## src/rtl/wsc_pkg.sv

```systemverilog
package wsc_pkg;

    typedef enum logic [1:0] {
        OP_IDLE  = 2'd0,
        OP_WRITE = 2'd1,
        OP_READ  = 2'd2
    } bus_op_e;

    function automatic bus_op_e decode_op(input logic wr, input logic rd);
        if (rd)      return OP_READ;
        else if (wr) return OP_WRITE;
        else         return OP_IDLE;
    endfunction

endpackage

```

## src/rtl/wsc_set_gen.sv

```systemverilog
module wsc_set_gen #(
    parameter int          NBITS     = 16,
    parameter logic [NBITS-1:0] EDGE_MASK = '0
) (
    input  logic             clk_i,
    input  logic             rst_ni,
    input  logic [NBITS-1:0] src_i,
    output logic [NBITS-1:0] set_o
);

    logic [NBITS-1:0] hist_q;

    always_ff @(posedge clk_i or negedge rst_ni) begin
        if (!rst_ni) hist_q <= '0;
        else         hist_q <= src_i;
    end

    for (genvar i = 0; i < NBITS; i++) begin : g_bit
        if (EDGE_MASK[i]) begin : g_change
            assign set_o[i] = src_i[i] ^ hist_q[i];
        end else begin : g_level
            assign set_o[i] = src_i[i];
        end
    end

endmodule

```

## src/rtl/wsc_irq.sv

```systemverilog
module wsc_irq #(
    parameter int NBITS = 16
) (
    input  logic [NBITS-1:0] flags_i,
    input  logic [NBITS-1:0] enable_i,
    output logic             irq_no
);

    assign irq_no = ~|(flags_i & enable_i);

endmodule

```

## src/rtl/wsc_status_regs.sv

```systemverilog
module wsc_status_regs #(
    parameter int NUM_REGS = 2,
    parameter int DATA_W   = 8,
    parameter logic [NUM_REGS*DATA_W-1:0] EDGE_MASK = 16'h000F,
    localparam int NBITS   = NUM_REGS * DATA_W,
    localparam int ADDR_W  = $clog2(2 * NUM_REGS)
) (
    input  logic              clk_i,
    input  logic              rst_ni,
    input  logic [NBITS-1:0]  src_i,
    input  logic              bus_wr_i,
    input  logic              bus_rd_i,
    input  logic [ADDR_W-1:0] bus_addr_i,
    input  logic [DATA_W-1:0] bus_wdata_i,
    output logic [DATA_W-1:0] bus_rdata_o,
    output logic              irq_no
);

    import wsc_pkg::*;

    typedef struct packed {
        logic [NUM_REGS-1:0][DATA_W-1:0] stat;
        logic [NUM_REGS-1:0][DATA_W-1:0] sel;
        logic [NUM_REGS-1:0][DATA_W-1:0] mask;
        logic [DATA_W-1:0]               rdata;
    } state_t;

    state_t     st_d, st_q;
    bus_op_e    op;
    logic [NBITS-1:0] set_vec;
    logic [NBITS-1:0] stat_vec;
    logic [NBITS-1:0] sel_vec;
    logic [NBITS-1:0] mask_vec;

    wsc_set_gen #(
        .NBITS     (NBITS),
        .EDGE_MASK (EDGE_MASK)
    ) u_set (
        .clk_i  (clk_i),
        .rst_ni (rst_ni),
        .src_i  (src_i),
        .set_o  (set_vec)
    );

    assign op = decode_op(bus_wr_i, bus_rd_i);

    always_comb begin
        st_d = st_q;
        for (int r = 0; r < NUM_REGS; r++) begin
            st_d.stat[r] = st_q.stat[r] | set_vec[r*DATA_W +: DATA_W];
            if (op == OP_WRITE) begin
                if (int'(bus_addr_i) == r)            st_d.sel[r]  = bus_wdata_i;
                if (int'(bus_addr_i) == NUM_REGS + r) st_d.mask[r] = bus_wdata_i;
            end
            if (op == OP_READ) begin
                if (int'(bus_addr_i) == r) begin
                    st_d.rdata   = st_q.stat[r] & st_q.sel[r];
                    st_d.stat[r] = (st_q.stat[r] & ~st_q.sel[r])
                                 | set_vec[r*DATA_W +: DATA_W];
                    st_d.sel[r]  = '0;
                end
                if (int'(bus_addr_i) == NUM_REGS + r) st_d.rdata = st_q.mask[r];
            end
        end
    end

    always_ff @(posedge clk_i or negedge rst_ni) begin
        if (!rst_ni) st_q <= '0;
        else         st_q <= st_d;
    end

    assign stat_vec    = st_q.stat;
    assign sel_vec     = st_q.sel;
    assign mask_vec    = st_q.mask;
    assign bus_rdata_o = st_q.rdata;

    wsc_irq #(
        .NBITS (NBITS)
    ) u_irq (
        .flags_i  (stat_vec),
        .enable_i (mask_vec),
        .irq_no   (irq_no)
    );

endmodule

```

## config.mk

```make
export PLATFORM = sky130hd
export DESIGN_NAME = wsc_status_regs
export DESIGN_NICKNAME = d
export VERILOG_FILES = /design/src/rtl/wsc_pkg.sv /design/src/rtl/wsc_set_gen.sv /design/src/rtl/wsc_irq.sv /design/src/rtl/wsc_status_regs.sv
export SDC_FILE = /design/constraint.sdc
export NUM_CORES = 1
export LEC_CHECK = 0
export ABC_AREA = 1
export BUFFER_PORTS_ARGS = -buffer_cell sky130_fd_sc_hd__buf_2
export CAP_MARGIN = 5
export CELL_PAD_IN_SITES_DETAIL_PLACEMENT = 1
export CELL_PAD_IN_SITES_GLOBAL_PLACEMENT = 2
export CORE_MARGIN = 2
export CORE_UTILIZATION = 33
export DETAILED_ROUTE_END_ITERATION = 12
export MAX_ROUTING_LAYER = met4
export PLACE_DENSITY_LB_ADDON = 0.1
export SYNTH_ARGS = -nofsm -noshare
export SYNTH_HDL_FRONTEND = slang
export SYNTH_SLANG_ARGS = --single-unit
```

## constraint.sdc

```tcl
create_clock -name clk_i -period 1.2 [get_ports clk_i]
set_input_delay 0.24 -clock clk_i [delete_from_list [all_inputs] [get_ports clk_i]]
set_output_delay 0.24 -clock clk_i [all_outputs]
set_load 0.005 [all_outputs]
```

# Word level (Yosys, flattened, before mapping)
# Index checks and enable logic that the tools add are counted.
# word_totals
rom_bits,0
inputBits,30
mem_bits_rw,0
regBits,60
latch_bits,0
elab_cells,53
n_memories,0
# classes
mux,20
n_eq_ne,5
n_mul,0
n_shift,0
n_div,0
n_reduce_logical,5
n_lt_le_gt_ge,0
bitwise,15
add_sub_neg,0
# ops
cell,n
$mux W8,18
$and A8 B8 Y8,4
$or A8 B8 Y8,4
$and A16 B16 Y16,1
$not A8 Y8,2
$reduce_or A16 Y1,1
$eq A2 B2 Y1 const B,3
$eq A2 B1 Y1 const B,2
$reduce_and A2 Y1,2
$xor A1 B1 Y1,4
$logic_not A2 Y1,1
$mux W2,1
$logic_not A1 Y1,1
$mux W1,1

# Logic depth before layout (Yosys ltp)
# Gate-level depths: netlist (run 1).
# logic_depth
word_depth,7
depth_mapped,8

# Hierarchy
# A second synthesis (run 1) with hierarchy kept.
# hier_totals
hier_cells,379
area_unflattened_um2,2921.6
# modules_own_cells
mod,instances,cells_per_inst,area_per_inst_um2
wsc_status_regs,1,312,2539.9
wsc_set_gen,1,36,265.3
wsc_irq,1,31,116.4

# Worst setup path after synthesis (run 1)
# Ideal clock, no wire load.
# synth_path
path_kind,input to register
start,input port bus_addr_i[0]
end,register st_q (netlist bit sel_vec[6])
setup_slack_ns,0.083
stages,6
arrival_time_ns,0.996
cell_sequence,buf_4 -> nor2_1 -> nand2_1 -> buf_2 -> o211ai_1 -> inv_1
# synth_rtl
element,line,source
from (decl),wsc_status_regs.sv:13,"input logic [ADDR_W-1:0] bus_addr_i,"
to (signal assigned),wsc_status_regs.sv:69,else st_q <= st_d;
to (decl),wsc_status_regs.sv:28,"state_t st_d, st_q;"

# Worst setup path in the final report (run 1)
# layout_path
start,register st_q[44] in the netlist's numbering
end,output port irq_no
# layout_between
elab_chain_cells,3
# layout_rtl
element,line,source
$and A16 B16 Y16,wsc_irq.sv:9,assign irq_no = ~|(flags_i & enable_i);
$reduce_or A16 Y1,wsc_irq.sv:9,
$logic_not A1 Y1,wsc_irq.sv:9,
to (decl),wsc_status_regs.sv:16,output logic irq_no
# Every way passes these cells.

==> impl_metrics.tcl, run 1 <==
set metrics [dict create \
    antenna_found_initial 0 \
    final_layout_size_suffix_gt1_share_pct 27.9 \
    grt.overflow.total 0 \
    grt_pass1_wl_mm 12.7 \
    total_power_mw 5.45 \
    slowest_stage "dfrtp_1" \
    worst_setup_path_end_kind "output pin" \
    clk_pin_slew_ns 0.08 \
    die_x_um 95.6 \
    drc 0 \
    dieArea_mm2 0.00914 \
    synthTopCellsByArea "dfrtp_1, nand2_1, nor2_1, o21ai_0, inv_1" \
    nNetsFinal 452 \
    clock_latency_ns 0.34 \
    synth_warnings 0 \
    syn2layout_area_growth_pct 30.2 \
    maxSlewHeadroom_pct 76.1 \
    dp_hpwl_mm 6.11 \
    final.setup.tns_ns -0.365 \
    slowest_delay_ns 0.41 \
    power.share.combinational_pct 18.7 \
    grt_pass1_vias 2605 \
    register_area_mm2 0.00150 \
    htreeDepth 3 \
    hold_path_depth 1 \
    cp_common_cell "nand2_1" \
    final_common_cell "nand2_1" \
    min_period_ns 1.56 \
    syn_area_mm2 0.00277 \
    clockRootBuffer "clkbuf_8" \
    synthCells 337 \
    synth-seq-area-share_pct 54.2 \
    dp_slack_ns -0.168 \
    cp_cell_sequence "nand2_1 -> nand2_1 -> nor2_1 -> nand2_2 -> nor3_2 -> buf_2" \
    min_from "src_i[2]" \
    synth.distinct_cells 24 \
    outcome "finished with violations" \
    cts_buffers 9 \
    yosys.area.top_type "dfrtp_1" \
    fmax_mhz 639 \
    synth_nets 367 \
    netSwitchingFraction_pct 28.1 \
    drv_cap 0 \
    r2r_setup_slack_ns 0.12 \
    grt_max_degree 61 \
    synth_top_area_share_pct 54.2 \
    gp_congestion 0.774 \
    failed_checks "negative setup slack" \
    path_max_fanout 3 \
    start_util_pct 33.9 \
    first_pass_iters 4 \
    setup.worst_path.class "flop to output pin" \
    first_iter_violations 52 \
    intPower_mw 3.91 \
    worstSetupStartpointType "flop" \
    timing.final.crit_share_pct 130 \
    p_per_area_mw_per_mm2 1510 \
    wl_per_cell_um 14.7 \
    p_sw_mw 1.53 \
    syn_area_per_cell_um2 8.22 \
    p_leak_nw 1.82 \
    clkPwrFrac_pct 37.0 \
    pin_count 39 \
    required_ns 0.96 \
    clockBufferDepth 2 \
    rsz0062_at_grt "yes" \
    rr_endpoint "bus_rdata_o[1]$_DFF_PN0_" \
    track_usage_pct 19.6 \
    hold_viol 0 \
    final_cells 532 \
    die_y_um 95.6 \
    layout_common_cells "nand2_1, dfrtp_1, buf_4" \
    io_buffers 38 \
    clock_skew_ns 0.00976 \
    hold_path_class "primary input to flop" \
    dr_total_vias 2438 \
    synth_seq_cells 60 \
    fin_ws_ns -0.365 \
    ant_nets 0 \
    core-area_mm2 0.00818 \
    final_max_slew_viol_count 0 \
    pwr-share-seq_pct 44.4 \
    reg2reg_depth 7 \
    multi_input_area_mm2 0.00104 \
    dpl.cell_count 514 \
    cts_tree "done" \
    cts.sinks 60 \
    setup_viol 1 \
    min_to "u_set.hist_q[2]$_DFF_PN0_" \
    fillers 1042 \
    post-route-util_pct 44.1 \
    reg2reg_from "st_q[49]$_DFF_PN0_" \
    worst_pin_slew_ns 0.358 \
    ir_drop_v 0.000672 \
    drt_wl_total_mm 7.85 \
    rows 33 \
    crit_arrival_ns 1.32 \
    viasPerCell 4.58 \
    diodes 0 \
]
[critical path, delay by kind of cell, from the launching register on]
| family | cells | cell delay (ns) |
|---|---|---|
| buffers and inverters | 1 | 0.14 |
| DFF | 1 | 0.41 |
| and+or+nand+nor | 5 | 0.45 |
[per-stage QoR]
| stage | hold slack [ns] | cell area [um2] |
|---|---|---|
| floorplan | -0.0556 | 2770 |
| global placement | 0.283 | 3360 |
| detailed placement | 0.286 | 3360 |
| CTS | 0.00801 | 3600 |
| global route | 0.00549 | 3600 |
| finish | 0.0232 | 3600 |
[worst max-delay path by stage]
| stage | from | endpoint | slack, ns | depth (start not counted) |
|---|---|---|---|---|
| 6_report | st_q[44]$_DFF_PN0_ | irq_no | -0.36 | 6 |
| 4_1_cts | st_q[41]$_DFF_PN0_ | irq_no | -0.39 | 6 |
| 3_5_place_dp | bus_addr_i[0] | sel_vec[9]$_DFF_PN0_ | -0.17 | 7 |
| 5_1_grt | mask_vec[0]$_DFFE_PN0P_ | irq_no | -0.49 | 6 |
| 2_1_floorplan | bus_addr_i[0] | sel_vec[6]$_DFF_PN0_ | 0.08 | 6 |
| 3_3_place_gp | bus_addr_i[0] | sel_vec[14]$_DFF_PN0_ | -0.16 | 7 |
[flip-flops by register name, indices dropped and copies added (netlist names)]
name,cells
bus_rdata_o,8
mask_vec,16
st_q,16
sel_vec,16
u_set.hist_q,4
[layer usage]
metal	global-route usage (%)	vias to the layer above	share of wire [%]	wire [um]
met5	-	-	0	0
met2	34.0	35	52	4100
met4	7.50	0	1.5	121
met3	3.16	11	2.8	218
li1	-	1230	-	-
met1	22.6	1162	43	3410
[cell usage after synthesis]
cell	count
nand2_2	4
nor2_1	42
clkinv_2	1
nand2_1	95
nand4_1	4
a21o_1	9
nor2_2	2
nor3_1	2
dfrtp_1	60
clkbuf_2	1
o21ai_1	10
a21oi_1	8
inv_1	30
inv_2	3
o211ai_1	1
clkbuf_1	1
buf_4	9
buf_2	2
xnor2_1	4
o21ai_0	29
or2_2	1
nor2_4	1
nand3_1	16
buf_6	2
[cell type report]
type,instances,area share [%]
clock buffers,9,3.44
clock inverters,7,2.53
inverters,34,3.58
multi-input cells,228,28.8
flip-flops and latches,60,41.7
well taps,105,3.64
repair buffers,89,16.3
[repair_timing]
action | CTS | global route
pin swaps | 2 | 0
hold buffers | 1 | 0
hold endpoints to repair | 60 | 0
buffers inserted | 1 | 0
resized for setup | 3 | 0
setup endpoints to repair | 1 | 1
[cell families (layout without fill, tap and decap cells)]
logic type	after synthesis	count (layout)	share of synthesized area (%)
simple gates	167	167	24.7
flops	60	60	54.2
compound gates	57	57	11.2
buf+inv	49	139	8.58
xor+xnor	4	4	1.27
[power groups by stage]
stage	registers (mW)	logic, mW	clock network (mW)
finish	2.42	1.02	2.01
CTS	2.42	1.05	2.06
floorplan	2.44	0.534	0
global placement	2.45	0.997	0
detailed placement	2.46	1.02	0
global route	2.45	1.17	2.17
(Power assumes the default switching activity.)
==> run 2, diff against run 1 <==
- ABC_AREA: 1 -> 0
- BUFFER_PORTS_ARGS: -buffer_cell sky130_fd_sc_hd__buf_2 -> unset
- CORE_UTILIZATION: 33 -> 42
- DONT_BUFFER_PORTS: unset -> 1
==> run 2 against run 1 <==
The flow finishes with violations (negative hold slack, negative setup slack). Critical path depth shrank 3. Setup slack got worse by 0.15 ns. Combinational power shrank 17%. Routed wire length shrank 4.8%. Largest cell class unchanged. Largest power group unchanged.
==> impl_metrics.tcl, run 2 <==
set metrics [dict create \
    die_x_um 85.0 \
    p_per_area_mw_per_mm2 1470 \
    netSwitchingFraction_pct 25.0 \
    first_iter_violations 118 \
    yosys.area.top_type "dfrtp_1" \
    failed_checks "negative hold slack, negative setup slack" \
    pin_count 39 \
    min_period_ns 1.72 \
    clkPwrFrac_pct 36.5 \
    drv_cap 0 \
    yosysMostFrequentCell "dfrtp_1" \
    syn_area_per_cell_um2 12.0 \
    rsz0062_at_grt "yes" \
    worst_pin_slew_ns 0.352 \
    reg2reg_from "st_q[44]$_DFF_PN0_" \
    synth-seq-area-share_pct 54.5 \
    maxSlewHeadroom_pct 76.5 \
    setup_viol 5 \
    synth_warnings 0 \
    grt_pass1_wl_mm 12.1 \
    viasPerCell 5.66 \
    clock_skew_ns 0.00644 \
    pwr-share-seq_pct 47.0 \
    final.setup.tns_ns -0.699 \
    final_cells 363 \
    final_layout_size_suffix_gt1_share_pct 29.4 \
    rr_endpoint "bus_rdata_o[4]$_DFF_PN0_" \
    ant_nets 0 \
    clockBufferDepth 2 \
    final_max_slew_viol_count 0 \
    die_y_um 85.0 \
    drc 0 \
    syn_area_mm2 0.00275 \
    synthArstFlopShare_pct 100 \
    grt.overflow.total 0 \
    nNetsFinal 311 \
    synth_nets 259 \
    fin_ws_ns -0.516 \
    synth_edf_count 0 \
    cts_buffers 9 \
    required_ns 0.96 \
    p_leak_nw 1.53 \
    synth_top_area_share_pct 54.5 \
    p_sw_mw 1.29 \
    hold_path_class "primary input to async pin" \
    core-area_mm2 0.00635 \
    ir_drop_v 0.00109 \
    dpl.cell_count 326 \
    drt_wl_total_mm 7.47 \
    crit_arrival_ns 1.48 \
    antenna_found_initial 0 \
    setup.worst_path.class "flop to output pin" \
    post-route-util_pct 55.3 \
    synth_top_cells_by_count "dfrtp_1, nand2_1" \
    grt_pass1_vias 2305 \
    synth.distinct_cells 23 \
    diodes 0 \
    path_max_fanout 2 \
    clock_latency_ns 0.35 \
    synth_seq_cells 60 \
    timing.final.crit_share_pct 143 \
    worst_setup_path_end_kind "output pin" \
    outcome "finished with violations" \
    io_buffers 0 \
    hold_slack_ns -0.416 \
    wl_per_cell_um 20.6 \
    hold_viol 60 \
    htreeDepth 3 \
    power.share.combinational_pct 16.5 \
    dp_slack_ns -0.197 \
    cts_hold_buf 16 \
    cts_tree "done" \
    rows 29 \
    dieArea_mm2 0.00722 \
    cts.sinks 60 \
    dr_total_vias 2054 \
    track_usage_pct 23.0 \
    synthCells 229 \
    syn2layout_area_growth_pct 27.5 \
    reg2reg_depth 4 \
    dp_hpwl_mm 5.02 \
    clk_pin_slew_ns 0.07 \
    fillers 647 \
    r2r_setup_slack_ns -0.09 \
    ys.flop_type "dfrtp_1" \
    clockRootBuffer "clkbuf_8" \
    gp_congestion 0.829 \
    first_pass_iters 4 \
    final_common_cell "dfrtp_1" \
    grt_max_degree 61 \
    fmax_mhz 583 \
    synthTopCellsByArea "dfrtp_1, mux2_2, mux2i_1, a21o_1, nand2_1" \
    layout_common_cells "dfrtp_1, buf_4, nand2_1" \
    worstSetupStartpointType "flop" \
    start_util_pct 43.3 \
    intPower_mw 3.87 \
]
==> run 2: timing repair <==
action / CTS / global route
pin swaps: 10 / 7
setup buffers: 2 / 4
gates resized for setup: 6 / 1
hold endpoints to repair: 76 / 60
endpoints found under the setup margin: 8 / 9
==> run 2: worst max-delay path: stages (launching register included) <==
cell and delay (ns):
dfrtp_1 0.40, a22o_1 0.26, a221oi_2 0.21, and4_1 0.27
==> run 2: logic make-up after synthesis <==
kind of cell / Yosys count / synth area share [%]
flops: 60 / 54.5
xor+xnor: 4 / 1.27
buf+inv: 21 / 4.82
compound gates: 56 / 15.3
simple gates: 56 / 11.7
mux: 32 / 12.4
==> run 2: worst max path at each step <==
stage | cells past startpoint | from | endpoint
2_1_floorplan | 4 | bus_addr_i[0] | mask_vec[0]$_DFFE_PN0P_
3_3_place_gp | 3 | st_q[46]$_DFF_PN0_ | irq_no
3_5_place_dp | 3 | st_q[46]$_DFF_PN0_ | irq_no
4_1_cts | 3 | st_q[44]$_DFF_PN0_ | irq_no
5_1_grt | 3 | mask_vec[12]$_DFFE_PN0P_ | irq_no
6_report | 3 | st_q[44]$_DFF_PN0_ | irq_no
==> run 2: per-stage QoR <==
step	power (mW)	hold WS, ns	instance area (um2)
after global routing	5.39	-0.434	3510
after CTS	5.18	-0.434	3480
after floorplan	2.95	-0.0556	2810
after global placement	3.16	-0.0539	3080
after detailed placement	3.21	-0.0540	3080
final	5.16	-0.416	3510
==> run 2: power groups by stage <==
stage | combinational [mW] | clock [mW] | sequential (mW)
6_report | 0.850 | 1.89 | 2.43
2_1_floorplan | 0.533 | 0 | 2.41
4_1_cts | 0.834 | 1.92 | 2.43
5_1_grt | 0.926 | 2.01 | 2.45
3_5_place_dp | 0.759 | 0 | 2.45
3_3_place_gp | 0.722 | 0 | 2.44
==> run 2: cell type report <==
cell class / count / area, um2 / share of cell area, %
inverter: 1 / 3.75 / 0.107
tap: 77 / 96.3 / 2.75
multi-input combinational: 148 / 1180 / 33.6
clock buffer: 12 / 155 / 4.42
sequential: 60 / 1500 / 42.8
clock inverter: 4 / 47.5 / 1.35
timing repair buffer: 61 / 526 / 15.0
==> run 2: per-layer routing <==
layer	track usage, %	vias to the layer above	part of all wire, %
met5	-	-	0
met4	11.1	0	2.2
met3	5.06	15	4.6
met2	35.8	49	50
met1	28.6	1064	44
li1	-	926	-
==> run 3, diff against run 2 <==
- ABC_AREA: 0 -> 1
- CORE_UTILIZATION: 42 -> 37
==> run 3 against run 2 <==
The flow still finishes with violations (negative hold slack, negative setup slack). Hold slack gained 0.0028 ns. Cell area shrank 2.3%. Sequential cell count is the same. Setup slack gained 0.18 ns. Clock power shrank 5%. Critical endpoint unchanged.
==> impl_metrics.tcl, run 3 (synthesis gave the netlist of run 1 again) <==
set metrics [dict create \
    fin_area_mm2 0.00343 \
    cts_buffers 9 \
    r2r_setup_slack_ns 0.12 \
    clock_skew_ns 0.00760 \
    clkPwrFrac_pct 35.5 \
    cp_cell_sequence "nand2_1 -> nand2_1 -> nor2_2 -> nand2_2 -> nor3_2 -> buf_4" \
    gp_congestion 0.751 \
    clock_latency_ns 0.34 \
    ir_drop_v 0.000963 \
    hold_viol 60 \
    cp_common_cell "nand2_1" \
    post-route-util_pct 47.3 \
    ant_nets 0 \
    failed_checks "negative hold slack, negative setup slack" \
    grt_pass1_vias 2517 \
    io_buffers 0 \
    hold_path_class "primary input to async pin" \
    cts.sinks 60 \
    worst_pin_slew_ns 0.339 \
    final_layout_size_suffix_gt1_share_pct 17.9 \
    clockBufferDepth 2 \
    outcome "finished with violations" \
    fin_ws_ns -0.340 \
    power.share.combinational_pct 16.6 \
    grt.overflow.total 0 \
    antenna_found_initial 0 \
    viasPerCell 4.71 \
    final_common_cell "nand2_1" \
    fillers 918 \
    dr_total_vias 2312 \
    path_max_fanout 2 \
    start_util_pct 38.2 \
    netSwitchingFraction_pct 28.3 \
    grt_pass1_wl_mm 12.4 \
    drc 0 \
    drt_wl_total_mm 7.46 \
    diodes 0 \
    rows 31 \
    rsz0062_at_grt "yes" \
    die_x_um 90.5 \
    p_per_area_mw_per_mm2 1480 \
    cts_tree "done" \
    wl_per_cell_um 15.2 \
    dp_slack_ns -0.0746 \
    first_iter_violations 68 \
    dp_hpwl_mm 5.57 \
    worst_setup_path_end_kind "output pin" \
    slowest_delay_ns 0.38 \
    setup_viol 1 \
    slowest_stage "dfrtp_1" \
    syn2layout_area_growth_pct 23.8 \
    layout_common_cells "nand2_1, dfrtp_1, nor2_1" \
    htreeDepth 3 \
    min_period_ns 1.54 \
    required_ns 0.96 \
    fmax_mhz 649 \
    die_y_um 90.5 \
    total_power_mw 5.08 \
    place_area_mm2 0.00307 \
    setup.worst_path.class "flop to output pin" \
    nNetsFinal 417 \
    maxSlewHeadroom_pct 77.3 \
    grt_max_degree 61 \
    intPower_mw 3.64 \
    timing.final.crit_share_pct 128 \
    p_sw_mw 1.44 \
    clk_pin_slew_ns 0.08 \
    worstSetupStartpointType "flop" \
    clockRootBuffer "clkbuf_8" \
    core-area_mm2 0.00725 \
    pwr-share-seq_pct 47.9 \
    p_leak_nw 1.65 \
    dieArea_mm2 0.00819 \
    final_max_slew_viol_count 0 \
    hold_slack_ns -0.413 \
    first_pass_iters 4 \
    pin_count 39 \
    crit_arrival_ns 1.30 \
    drv_cap 0 \
    track_usage_pct 20.4 \
]
[run 3: changes by cell type in the layout (fill, tap and decap cells not counted), sizes merged, moves of 9 or more]
cell / before / now
inv: 0 / 33
mux2i: 16 / 0
mux2: 16 / 0
nor2: 8 / 45
nand2: 32 / 99
o21ai: 0 / 39
and3b: 9 / 0
nand3: 0 / 16
a22o: 12 / 0
[run 3: final cells by class]
cell class | count | area, um2 | share of cell area, %
Sequential cell | 60 | 1500 | 43.8
Multi-Input combinational cell | 228 | 1040 | 30.3
Timing Repair Buffer | 54 | 443 | 12.9
Inverter | 34 | 129 | 3.76
Clock buffer | 9 | 124 | 3.61
Tap cell | 99 | 124 | 3.61
Clock inverter | 7 | 67.6 | 1.97
[run 3: per-layer routing]
layer,vias up,track usage [%],share of wire (%)
met5,-,-,0
met2,35,34.7,52
met1,1109,23.8,44
li1,1159,-,-
met4,0,5.77,1.2
met3,9,5.59,3.6
[run 3: power groups by stage]
stage,sequential [mW],combinational [mW],clock (mW)
after floorplan,2.44,0.534,0
after global placement,2.46,0.783,0
after detailed placement,2.47,0.797,0
after CTS,2.43,0.854,1.83
after global routing,2.46,0.971,1.94
final,2.43,0.843,1.80
[run 3: per-stage QoR]
stage                     std cells  setup TNS [ns]
final                           491          -0.340
after global routing            491          -0.419
after floorplan                 337               0
after detailed placement        459         -0.0746
after global placement          459          -0.109
after CTS                       490          -0.366
[run 3: what timing repair did]
| item | 4_1_cts | 5_1_grt |
|---|---|---|
| hold buffers | 14 | 1 |
| pin swaps | 1 | 0 |
| buffers inserted | 1 | 0 |
| gates resized for setup | 3 | 0 |
| endpoints found under the setup margin | 1 | 1 |
| hold endpoints to repair | 74 | 61 |
[run 3: final timing paths]
kind / cells after the start / end / start
max: 6 / irq_no / st_q[43]$_DFF_PN0_
min: 0 / mask_vec[11]$_DFFE_PN0P_ / rst_ni
max reg2reg: 7 / bus_rdata_o[1]$_DFF_PN0_ / st_q[49]$_DFF_PN0_
min reg2reg: 2 / st_q[40]$_DFF_PN0_ / u_set.hist_q[0]$_DFF_PN0_
max in group asynchronous: 0 / st_q[45]$_DFF_PN0_ / rst_ni
min in group clk_i: 2 / st_q[46]$_DFF_PN0_ / src_i[6]
[run 3: worst max-delay path: cells and delay by family, from the launching register on]
kind	cells	cell delay (ns)
flops	1	0.38
simple gates	5	0.45
buf+inv	1	0.13
